===== src/rtl/agen_pkg.sv =====
package agen_pkg;
    localparam int XLEN     = 64;
    localparam int RIDX_W   = 5;
    localparam int DISP_W   = 16;
    localparam int WS_SHIFT = 2;
    localparam int QS_SHIFT = 4;

    typedef enum logic [1:0] {
        AM_PLAIN = 2'd0,
        AM_WORD  = 2'd1,
        AM_QUAD  = 2'd2,
        AM_INDEX = 2'd3
    } amode_e;

    typedef struct packed {
        logic wb_en;
        logic bad;
    } upd_dec_t;

    function automatic logic [DISP_W-1:0] clear_low(input logic [DISP_W-1:0] f, input int n);
        logic [DISP_W-1:0] m;
        m = '1;
        m = m << n;
        return f & m;
    endfunction
endpackage


===== src/rtl/agen_base.sv =====
module agen_base #(
    parameter int XLEN   = agen_pkg::XLEN,
    parameter int RIDX_W = agen_pkg::RIDX_W
) (
    input  logic [RIDX_W-1:0] ra_idx,
    input  logic [XLEN-1:0]   ra_val,
    output logic [XLEN-1:0]   base
);
    always_comb begin
        base = (ra_idx == '0) ? '0 : ra_val;
    end
endmodule


===== src/rtl/agen_offset.sv =====
module agen_offset
    import agen_pkg::*;
#(
    parameter int XLEN   = agen_pkg::XLEN,
    parameter int DISP_W = agen_pkg::DISP_W
) (
    input  amode_e            mode,
    input  logic [DISP_W-1:0] disp,
    input  logic [XLEN-1:0]   rb_val,
    output logic [XLEN-1:0]   offset
);
    localparam int EXT_W = XLEN - DISP_W;

    logic [DISP_W-1:0] field;

    always_comb begin
        unique case (mode)
            AM_WORD: field = clear_low(disp, WS_SHIFT);
            AM_QUAD: field = clear_low(disp, QS_SHIFT);
            default: field = disp;
        endcase
        if (mode == AM_INDEX)
            offset = rb_val;
        else
            offset = {{EXT_W{field[DISP_W-1]}}, field};
    end
endmodule


===== src/rtl/agen_upd.sv =====
module agen_upd
    import agen_pkg::*;
#(
    parameter int RIDX_W = agen_pkg::RIDX_W
) (
    input  logic              upd,
    input  logic              is_store,
    input  logic [RIDX_W-1:0] ra_idx,
    input  logic [RIDX_W-1:0] rt_idx,
    output upd_dec_t          dec
);
    logic ra_zero;
    logic ra_hit;

    always_comb begin
        ra_zero   = (ra_idx == '0);
        ra_hit    = (ra_idx == rt_idx);
        dec       = '0;
        if (upd) begin
            if (is_store) begin
                dec.wb_en = !ra_zero;
            end else begin
                dec.bad   = ra_zero || ra_hit;
                dec.wb_en = !(ra_zero || ra_hit);
            end
        end
    end
endmodule


===== src/rtl/agen_top.sv =====
module agen_top
    import agen_pkg::*;
#(
    parameter int XLEN   = agen_pkg::XLEN,
    parameter int RIDX_W = agen_pkg::RIDX_W,
    parameter int DISP_W = agen_pkg::DISP_W
) (
    input  logic              clk,
    input  logic              rst,
    input  logic              in_valid,
    input  logic [1:0]        mode,
    input  logic              is_store,
    input  logic              upd,
    input  logic [RIDX_W-1:0] ra_idx,
    input  logic [XLEN-1:0]   ra_val,
    input  logic [XLEN-1:0]   rb_val,
    input  logic [DISP_W-1:0] disp,
    input  logic [RIDX_W-1:0] rt_idx,
    input  logic [XLEN-1:0]   src_val,
    output logic              out_valid,
    output logic [XLEN-1:0]   ea,
    output logic              wb_en,
    output logic [RIDX_W-1:0] wb_idx,
    output logic [XLEN-1:0]   wb_data,
    output logic [XLEN-1:0]   st_data,
    output logic              bad_form
);
    logic [XLEN-1:0] base;
    logic [XLEN-1:0] offset;
    logic [XLEN-1:0] sum;
    upd_dec_t        dec;
    amode_e          mode_e;

    assign mode_e = amode_e'(mode);

    agen_base #(.XLEN(XLEN), .RIDX_W(RIDX_W)) base_i (
        .ra_idx (ra_idx),
        .ra_val (ra_val),
        .base   (base)
    );

    agen_offset #(.XLEN(XLEN), .DISP_W(DISP_W)) off_i (
        .mode   (mode_e),
        .disp   (disp),
        .rb_val (rb_val),
        .offset (offset)
    );

    agen_upd #(.RIDX_W(RIDX_W)) upd_i (
        .upd      (upd),
        .is_store (is_store),
        .ra_idx   (ra_idx),
        .rt_idx   (rt_idx),
        .dec      (dec)
    );

    assign sum = base + offset;

    always_ff @(posedge clk) begin
        if (rst) begin
            out_valid <= 1'b0;
            ea        <= '0;
            wb_en     <= 1'b0;
            wb_idx    <= '0;
            st_data   <= '0;
            bad_form  <= 1'b0;
        end else begin
            out_valid <= in_valid;
            wb_en     <= in_valid && dec.wb_en;
            bad_form  <= in_valid && dec.bad;
            if (in_valid) begin
                ea      <= sum;
                wb_idx  <= ra_idx;
                st_data <= is_store ? src_val : '0;
            end
        end
    end

    assign wb_data = ea;
endmodule


===== config.mk =====
export PLATFORM = sky130hd
export DESIGN_NAME = agen_top
export DESIGN_NICKNAME = d
export VERILOG_FILES = /design/src/rtl/agen_pkg.sv /design/src/rtl/agen_base.sv /design/src/rtl/agen_offset.sv /design/src/rtl/agen_upd.sv /design/src/rtl/agen_top.sv
export SDC_FILE = /design/constraint.sdc
export NUM_CORES = 1
export LEC_CHECK = 0
export BUFFER_PORTS_ARGS = -buffer_cell sky130_fd_sc_hd__buf_2
export CAP_MARGIN = 20
export CORE_MARGIN = 1.5
export CORE_UTILIZATION = 40
export CTS_BUF_LIST = sky130_fd_sc_hd__clkbuf_4 sky130_fd_sc_hd__clkbuf_8 sky130_fd_sc_hd__clkbuf_16
export DETAILED_ROUTE_END_ITERATION = 8
export PLACE_DENSITY = 0.8
export SYNTH_ARGS = -nofsm -noshare
export SYNTH_HDL_FRONTEND = slang
export SYNTH_SLANG_ARGS = --single-unit

===== constraint.sdc =====
create_clock -name clk -period 4.7 [get_ports clk]
set_input_delay 0.47 -clock clk [delete_from_list [all_inputs] [get_ports clk]]
set_output_delay 0.47 -clock clk [all_outputs]
set_load 0.02 [all_outputs]

=== Yosys cells after proc, flatten, opt, wreduce, memory -nomap -nowiden ===
Index checks and enable logic that the tools add are counted.

* Register bits after elaboration: 136
* Output and inout bits: 200
* RAM bits: 0
* Bits in read-only memories: 0
* Memories kept: 0
* Latch bits: 0

* Multiply operators: 0
* Reduce and logical (&&, ||, !) cells: 6
* $add $sub $neg: 1
* Shift operators: 0
* Muxes and demuxes: 7
* Equal/unequal tests: 4
* Div/mod/pow operators: 0
* Bitwise gates (word level): 0
* Order comparisons: 0

{| class="wikitable"
|+ Operators by type and width
! operator !! number
|-
| $mux 64 || 3
|-
| $add 64x64->64 || 1
|-
| $pmux 4 s2 || 1
|-
| $eq 5x5->1 || 1
|-
| $logic_not 5->1 || 1
|-
| $eq 2x2->1 const B || 2
|-
| $eq 2x1->1 const B || 1
|-
| $logic_and 1x1->1 || 2
|-
| $logic_not 1->1 || 2
|-
| $mux 1 || 2
|-
| $mux 2 || 1
|-
| $logic_or 1x1->1 || 1
|}

=== Depth between registers and ports, before layout ===
Gate-level depths: netlist of the first run.

* Depth after elaboration: 6
* Depth in mapped cells: 16

=== Modules after synthesis ===
From an unflattened synthesis of the first run, not the netlist that was laid out.

* Cell total of the unflattened synthesis: 1297
* Area total of the unflattened synthesis: 10043.4 µm²

{| class="wikitable"
|+ Modules (own cells, without submodules)
! module !! cells each !! instances !! area an instance (µm²)
|-
| agen_top || 1069 || 1 || 8708.4
|-
| agen_offset || 135 || 1 || 680.7
|-
| agen_base || 78 || 1 || 558.0
|-
| agen_upd || 15 || 1 || 96.3
|}

=== Worst setup path before layout of the first run ===
OpenSTA, ideal clock, no wires.

* Path type: input port to flip-flop
* Start point: input port ra_idx[0]
* End point: register ea[58]
* Buffers on the path: 2
* Setup slack: 0.473 ns
* Arrival time: 4.109 ns
* Cell stages on the path: 16
* Path through: or4_1 > nor2_1 > clkbuf_1 > clkbuf_1 > nor2b_1 > ha_1 > fa_1 > a21o_1 > a22o_1 > o21bai_1 > a211o_1 > a211oi_2 > o21ai_1 > a21boi_0 > or3_1 > a32o_1

* Longest elaborated chain between the ends: 3

{| class="wikitable"
|+ Ends and longest elaborated chain
! element !! line !! source
|-
| start: declaration || agen_top.sv:14 || <nowiki>input logic [RIDX_W-1:0] ra_idx,</nowiki>
|-
| $logic_not 5->1 || agen_base.sv:10 || <nowiki>base = (ra_idx == '0) ? '0 : ra_val;</nowiki>
|-
| $mux 64 || agen_base.sv:10 ||
|-
| $add 64x64->64 || agen_top.sv:57 || <nowiki>assign sum = base + offset;</nowiki>
|-
| end signal: assignment || agen_top.sv:72 || <nowiki>ea <= sum;</nowiki>
|-
| end: declaration || agen_top.sv:21 || <nowiki>output logic [XLEN-1:0] ea,</nowiki>
|}

No other way between the ends.
A chain may end at the register's enable or synchronous reset.

=== Worst setup path after layout of the first run ===
* Start point: input port ra_idx[0]
* End point: register ea[49]

Same word-level chain as after synthesis.

==> flow_summary.yaml, run 1 <==
status:
  outcome: "finished, final reports clean"
floorplan:
  die_x_um: 164
  dieArea_mm2: 0.0270
  core_area_mm2: 0.0253
  dieHeight_um: 164
  rows: 58
  io_pins: 425
  start_util_pct: 41.1
synth:
  yosys_warnings: 0
  synth_cell_types: 84
  async_flop_share_pct: 0
  synth_commonest_cells: "178 x nand2_1, 160 x nor2_1, 136 x dfxtp_1"
  netlist_instances: 1364
  synth.largest_area_cell: "dfxtp_1"
  netlist.area_leader.share_pct: 26.2
  synth_enable_flop_cells: 0
  synthTopCellsByArea: "dfxtp_1 26%, ha_1 7.8%, nand2_1 6.4%"
  synth_nets: 1655
  ys.flop_type: "dfxtp_1"
  yosysSeqAreaShare_pct: 26.2
  ys_seq_elements: 136
  yosysMostFrequentCell: "nand2_1"
  syn_area_mm2: 0.0104
  syn_avg_cell_area_um2: 7.63
global_route:
  track_usage_pct: 26.5
  grt_pass1_wl_um: 55900
  gr-total-overflow: 0
  grt_antenna_before_repair: 2
  grt_pass1_vias: 10611
  grt_max_degree: 84
sta:
  hold_violations: 0
  post-route-period-util_pct: 86.2
  finClkSkew_ns: 0
  slew_headroom_pct: 40.4
  period_minus_slack_ns: 4.05
  slew_viol_final: 0
  setup_violations: 0
  fin_tns_setup_ns: 0
  rsz0062_at_grt: "no"
  fmax_mhz: 247
  tightest_slew_ns: 0.894
finish:
  utilization_pct: 50.6
  fin_nets: 1955
  ff_latch_area_mm2: 0.00272
  multi_input_area_mm2: 0.00674
  final_layout_size_suffix_gt1_share_pct: 30.8
  area_growth_pct: 23.2
  nFillCells: 2458
critical_path:
  cp-end-kind: "register"
  critPathLaunchType: "primary input"
  worstPathArrival_ns: 4.38
  cp.required_ns: 5.03
  crit_start: "ra_idx[0]"
  crit_fanout: 53
  r2r-start: "ea[62]"
  criticalPathCategory: "in -> reg"
cts:
  cts_tree: "done"
  ctsHoldBuffers: 0
  clock_latency_ns: 0.42
  postCtsSetupBuffers: 0
  clock-root-buffer: "clkbuf_16"
  clk_pin_slew_ns: 0.08
  cts_inserted_buffers: 17
  post_cts_resize_count: 0
  cts_sinks: 136
  clockBufferDepth: 2
  htree_levels: 4
route:
  routed_wl_um: 36800
  vias: 11197
  wl_per_cell_um: 18.4
  drc: 0
  first_iter_violations: 763
  drtAntennaViolNets: 0
  firstDrtPassIters: 7
  viasPerCell: 5.58
hold_path:
  min_path_type: "in -> reg"
  hp-start: "src_val[25]"
placement:
  gp_congestion: 0.937
  io_buffers: 424
  dp.final_hpwl_um: 28700
pwr:
  vdd_drop_max_uv: 233
  p_leak_nw: 6.38
  cellPowerDensity_mw_per_mm2: 337
flow_run:
  drv_cap: 0
==> kinds of logic (layout without fill, tap and decap cells) <==
family / Yosys count / in the layout / share of synthesized area, %
fa+ha+maj: 66 / 66 / 8.01
other cells: 0 / 1 / 0
mux: 44 / 44 / 4.37
buf+inv: 179 / 492 / 9.22
compound gates: 362 / 362 / 24.6
xor+xnor: 47 / 47 / 3.96
simple gates: 530 / 530 / 23.7
flops: 136 / 136 / 26.2
==> path summary, 6_finish.rpt <==
kind	endpoint	slack [ns]	cells after the start
worst min register to register	ea[30]	0.48	2
worst min-delay path	st_data[25]	0.26	3
worst max register to register	ea[62]	3.83	2
worst max-delay path	ea[49]	0.65	15
==> critical path, stage by stage <==
cell,delay [ns]
buf_2,0.13
or4_1,0.58
nor2_4,0.15
buf_12,0.23
nor2b_1,0.10
ha_1,0.36
o21ai_1,0.11
o21a_1,0.22
nor2_2,0.23
a31oi_1,0.24
a2111oi_2,0.74
nor2_1,0.20
nor3_2,0.25
nor3_1,0.08
o32ai_1,0.27
==> cell usage in the layout, fill, tap and decap left out, types with 7 or more instances in the layout <==
master,n
a22oi_1,64
nor3_1,26
and3_1,13
buf_4,13
o21ai_1,8
mux2_2,11
ha_1,64
inv_8,7
or3_1,8
nor2_1,159
nor2b_1,68
inv_1,22
nand4_1,19
o21ai_0,42
a21o_1,41
xnor2_1,32
dfxtp_1,136
a211oi_1,11
buf_2,422
clkbuf_16,17
xor2_1,15
o21a_1,13
nand2_1,178
o21bai_1,13
a31oi_1,8
a21oi_1,77
mux2i_1,33
nand3_1,24
==> layer usage <==
| layer | share of wire, % | vias up | global-route usage [%] | routed length (um) |
|---|---|---|---|---|
| met4 | 3.3 | 2 | 10.6 | 1230 |
| met2 | 48 | 524 | 44.9 | 17800 |
| met3 | 7.6 | 75 | 5.38 | 2800 |
| met5 | 0.030 | - | 0 | 11 |
| met1 | 41 | 5215 | 32.7 | 15000 |
| li1 | - | 5381 | - | - |
==> final cells by class <==
type / instances / share of cell area (%)
Inverter: 23 / 0.684
Multi-Input combinational cell: 1049 / 52.6
Clock buffer: 17 / 3.32
Antenna cell: 1 / 0.0195
Timing Repair Buffer: 437 / 17.6
Tap cell: 330 / 3.22
Clock inverter: 15 / 1.38
Sequential cell: 136 / 21.2
==> where the power goes <==
part           internal, W  total [W]  switching [W]
Clock             0.000722    0.00140       0.000677
Sequential         0.00125    0.00133      0.0000791
Combinational     0.000609    0.00160       0.000986
==> flip-flops by register name, summed over array words and instances, names as in the netlist <==
| register | count |
|---|---|
| bad_form | 1 |
| wb_idx | 5 |
| st_data | 64 |
| out_valid | 1 |
| ea | 64 |
| wb_en | 1 |
==> through the flow <==
stage	hold WS (ns)	total power, W	instance area [um2]	instances	worst slack [ns]
global placement	0.470	0.00291	12200	1974	0.373
global route	0.262	0.00454	12800	2008	0.442
detailed placement	0.479	0.00293	12200	1974	0.273
finish	0.264	0.00432	12800	2008	0.648
CTS	0.250	0.00433	12800	2006	0.715
floorplan	0.547	0.00252	10400	1364	0.473
Note: power is estimated with default switching activity, not from simulation.
==> run 2, diff against run 1 <==
- MAX_ROUTING_LAYER: default -> met4
- SKIP_LAST_GASP: default -> 1
==> run 2 against run 1 <==
Fmax up 2.4%. Clock-buffer cell count unchanged. Cell area grew 0.20%. Routed wire length increased by 1.3%. Combinational power is essentially flat. Sequential power barely moved. Critical path type unchanged. Utilization is 0.099 points higher. Worst hold slack worse by 0.019 ns. Largest cell class unchanged.
==> flow_summary.yaml, run 2 (same netlist as run 1, synthesis figures left out) <==
placement:
  io_buffers: 424
  gp_congestion: 0.937
  dp.final_hpwl_um: 28700
pwr:
  vdd_drop_max_uv: 230
  cellPowerDensity_mw_per_mm2: 338
  p_leak_nw: 6.39
sta:
  slew_viol_final: 0
  period_minus_slack_ns: 3.96
  slew_headroom_pct: 45.5
  tightest_slew_ns: 0.818
  hold_violations: 0
  setup_violations: 0
  post-route-period-util_pct: 84.2
  fmax_mhz: 253
  finClkSkew_ns: 0
  fin_tns_setup_ns: 0
  rsz0062_at_grt: "no"
cts:
  cts_inserted_buffers: 17
  postCtsSetupBuffers: 0
  clk_pin_slew_ns: 0.09
  clock_latency_ns: 0.44
  cts_tree: "done"
  htree_levels: 4
  cts_sinks: 136
  clock-root-buffer: "clkbuf_16"
  ctsHoldBuffers: 0
  post_cts_resize_count: 0
  clockBufferDepth: 2
floorplan:
  rows: 58
  dieArea_mm2: 0.0270
  core_area_mm2: 0.0253
  die_x_um: 164
  dieHeight_um: 164
  start_util_pct: 41.1
  io_pins: 425
route:
  firstDrtPassIters: 5
  vias: 11275
  drc: 0
  wl_per_cell_um: 18.6
  first_iter_violations: 756
  routed_wl_um: 37300
  viasPerCell: 5.61
  drtAntennaViolNets: 0
global_route:
  grt_max_degree: 72
  grt_pass1_vias: 10515
  grt_antenna_before_repair: 2
  track_usage_pct: 27.3
  gr-total-overflow: 0
  grt_pass1_wl_um: 55600
critical_path:
  crit_path_top_delay_cell: "a2111oi_2"
  cp.required_ns: 4.99
  slowest_delay_ns: 0.67
  crit_fanout: 53
  path_cells: "buf_2 -> or4_1 -> nor2_4 -> buf_12 -> nor2b_1 -> ha_1 -> a211oi_1 -> o21a_1 -> nor2_2 -> a31oi_1 -> a2111oi_2 -> nor2_1 -> o21ai_0 -> xnor2_1 -> o22ai_1"
  criticalPathCategory: "in -> reg"
  worstPathArrival_ns: 4.25
  critPathLaunchType: "primary input"
  cp-end-kind: "register"
finish:
  area_growth_pct: 23.4
  final_common_cell: "buf_2"
  fin_nets: 1956
  multi_input_area_mm2: 0.00674
  layout_common_cells: "422 x buf_2, 178 x nand2_1, 159 x nor2_1"
  final_layout_size_suffix_gt1_share_pct: 30.9
  top_regs: "ea: 64 flops, st_data: 64 flops, wb_idx: 5 flops"
  ff_latch_area_mm2: 0.00272
  nFillCells: 2506
  utilization_pct: 50.7
flow_run:
  drv_cap: 0
status:
  outcome: "finished, final reports clean"
hold_path:
  min_path_type: "in -> reg"
## run 2: per-layer routing
layer | global-route usage (%) | wire length, um | part of all wire (%) | vias to the layer above
li1 | - | - | - | 5377
met1 | 32.8 | 15600 | 42 | 5357
met2 | 46.8 | 18400 | 49 | 485
met3 | 4.17 | 2480 | 6.7 | 56
met4 | 8.43 | 826 | 2.2 | 0
met5 | - | 0 | 0 | -
## run 2: report_power, final
group	switching, W	internal (W)	leakage, nW
clock	0.000686	0.000719	0.287
combinational	0.000990	0.000613	4.99
sequential	0.0000794	0.00125	1.12
total	0.00176	0.00258	6.39
## run 2: worst paths after layout
check / start / end / slack (ns) / cells past startpoint
setup / recovery: ra_idx[0] / ea[45] / 0.74 / 15
hold / removal: src_val[56] / st_data[56] / 0.24 / 3
setup reg to reg: ea[62] / ea[62] / 3.82 / 2
hold reg to reg: ea[30] / ea[30] / 0.49 / 2
## run 2: per-stage QoR
step | cells | instance area (um2) | hold slack [ns] | worst slack, ns | total power [W]
6_report | 2009 | 12800 | 0.244 | 0.742 | 0.00434
5_1_grt | 2009 | 12800 | 0.244 | 0.478 | 0.00453
4_1_cts | 2007 | 12800 | 0.242 | 0.800 | 0.00433
3_5_place_dp | 1975 | 12200 | 0.480 | 0.343 | 0.00294
3_3_place_gp | 1975 | 12200 | 0.470 | 0.382 | 0.00292
2_1_floorplan | 1364 | 10400 | 0.547 | 0.473 | 0.00252
## run 2: cell type report
| cell class | instances | share of cell area, % |
|---|---|---|
| inverters | 23 | 0.682 |
| flip-flops and latches | 136 | 21.2 |
| repair buffers | 438 | 17.7 |
| clock buffers | 17 | 3.31 |
| well taps | 330 | 3.22 |
| multi-input cells | 1049 | 52.5 |
| clock inverters | 15 | 1.35 |
| diodes | 1 | 0.0195 |
## run 2: worst max-delay path, delay by kind of cell
kind | cells | cell delay, ns
XOR/XNOR | 1 | 0.15
AND/OR/NAND/NOR | 5 | 1.28
adder cells (fa/ha/maj) | 1 | 0.33
AO/OA/AOI/OAI | 6 | 1.63
buffers and inverters | 2 | 0.36
==> run 3, diff against run 2 <==
- clock period: 4.7 -> 3.9 ns (I/O delays scaled with it)
==> run 3 against run 2 <==
Clock skew is the same. Final cell count grew 7.3%. Worst setup slack worse by 0.50 ns. Non-clock buffer count is 145 higher. Via count increased by 4.0%. Cell area increased by 8.6%. Critical path type unchanged. Largest cell class unchanged.
==> flow_summary.yaml, run 3 (same netlist as run 1, synthesis figures left out) <==
placement:
  gp_congestion: 0.967
  io_buffers: 424
  dp.final_hpwl_um: 29900
  place_area_mm2: 0.0133
  dp.cells: 2120
critical_path:
  crit_fanout: 28
  r2r-start: "ea[62]"
  cp-end-kind: "register"
  crit_path_top_delay_cell: "or4_1"
  crit_family: "simple AND/OR/NAND/NOR gates"
  critPathLaunchType: "primary input"
  r2r_end: "ea[62]"
  worstPathArrival_ns: 4.00
  rr_worst_depth: 2
  r2r_slack_ns: 3.04
  path_cells: "buf_2 -> or4_1 -> nor2_4 -> buf_12 -> nor2b_1 -> ha_1 -> a21oi_1 -> o21ai_1 -> or4_4 -> nor2_2 -> a2111oi_2 -> buf_4 -> o21ai_2 -> a21oi_1 -> or3_1 -> a32o_1"
  path_buf_inv: 3
  slowest_delay_ns: 0.58
  criticalPathCategory: "in -> reg"
  cp.required_ns: 4.24
  cp_common_cell: "a21oi_1"
finish:
  final_common_cell: "buf_2"
  multi_input_area_mm2: 0.00674
  fin_nets: 2101
  top_regs: "ea: 64 flops, st_data: 64 flops, wb_idx: 5 flops"
  final_layout_size_suffix_gt1_share_pct: 36.4
  layout_common_cells: "422 x buf_2, 178 x nand2_1, 159 x nor2_1"
  ff_latch_area_mm2: 0.00272
  final_area_mm2: 0.0139
  final_cells: 2155
  area_growth_pct: 34.0
  nFillCells: 2370
route:
  routed_wl_um: 38200
  wl_per_cell_um: 17.7
  viasPerCell: 5.44
  drtAntennaViolNets: 0
  vias: 11725
  drc: 0
  firstDrtPassIters: 5
  first_iter_violations: 778
global_route:
  gr-total-overflow: 0
  grt_antenna_before_repair: 2
  grt_max_degree: 102
  grt_pass1_vias: 11233
  track_usage_pct: 28.2
  grt_pass1_wl_um: 57700
cts:
  cts_sinks: 136
  clock_latency_ns: 0.44
  cts_tree: "done"
  post_cts_resize_count: 0
  postCtsSetupBuffers: 0
  clockBufferDepth: 2
  cts_inserted_buffers: 17
  ctsHoldBuffers: 0
  clk_pin_slew_ns: 0.08
  clock-root-buffer: "clkbuf_16"
  htree_levels: 4
pwr:
  fin_total_pwr_w: 0.00545
  cellPowerDensity_mw_per_mm2: 391
  vdd_drop_max_uv: 219
  p_leak_nw: 7.10
floorplan:
  start_util_pct: 41.1
  rows: 58
  core_area_mm2: 0.0253
  io_pins: 425
  dieArea_mm2: 0.0270
  dieHeight_um: 164
  die_x_um: 164
hold_path:
  min_path_cells: 3
  min_path_type: "in -> reg"
  min_to: "st_data[58]"
  hp-start: "src_val[58]"
sta:
  post-route-period-util_pct: 93.8
  slew_headroom_pct: 25.9
  hold_violations: 0
  rsz0062_at_grt: "no"
  setup_violations: 0
  finClkSkew_ns: 0
  slew_viol_final: 0
  tightest_slew_ns: 1.11
  fmax_mhz: 273
  period_minus_slack_ns: 3.66
flow_run:
  drv_cap: 0
status:
  outcome: "finished, final reports clean"
==> run 3: changes by cell type in the layout (fill, tap and decap cells not counted) <==
cell	change
buf_12	+2
buf_16	-1
buf_4	+144
clkinv_4	+1
clkinvlp_4	-1
diode_2	+1
nor3_1	-1
nor3_2	+1
==> run 3: worst max path at each step <==
stage | end | startpoint | cells after the start
3_5_place_dp | ea[58] | ra_idx[0] | 15
6_report | ea[61] | ra_idx[0] | 16
4_1_cts | ea[63] | ra_idx[0] | 17
2_1_floorplan | ea[58] | ra_idx[0] | 15
3_3_place_gp | ea[63] | ra_idx[0] | 17
5_1_grt | ea[63] | ra_idx[0] | 17
==> run 3: worst reg2reg max path, stage by stage, from the launching register on <==
cell and delay [ns]:
dfxtp_1 0.41, inv_1 0.05, o311ai_0 0.29
==> run 3: per-stage QoR <==
| step | hold slack [ns] | setup TNS [ns] | utilization, % | setup slack [ns] |
|---|---|---|---|---|
| after floorplan | 0.469 | 0 | - | 0.00125 |
| after global placement | 0.466 | -0.367 | 52.5 | -0.0909 |
| after detailed placement | 0.478 | -1.64 | 52.5 | -0.182 |
| after CTS | 0.159 | 0 | 54.9 | 0.263 |
| after global routing | 0.167 | 0 | 55.0 | 0.0108 |
| final | 0.171 | 0 | 55.0 | 0.241 |
==> run 3: final cells by class <==
| class | count | share of cell area (%) |
|---|---|---|
| Sequential cell | 136 | 19.5 |
| Clock inverter | 15 | 1.26 |
| Antenna cell | 2 | 0.0359 |
| Inverter | 23 | 0.628 |
| Clock buffer | 17 | 3.05 |
| Multi-Input combinational cell | 1049 | 48.4 |
| Tap cell | 330 | 2.96 |
| Timing Repair Buffer | 583 | 24.2 |
==> run 3: routing by layer <==
layer  vias up  global-route usage, %  part of all wire, %
met4         0                   11.7                  3.3
met5         -                      -                    0
met3        90                   4.57                  6.4
met1      5435                   33.3                   41
li1       5679                      -                    -
met2       521                   47.5                   49
==> run 3: report_power, final <==
group	leakage [nW]	switching [W]	total, W	internal [W]
sequential	1.12	0.0000953	0.00160	0.00151
clock	0.291	0.000815	0.00168	0.000868
combinational	5.69	0.00125	0.00217	0.000922
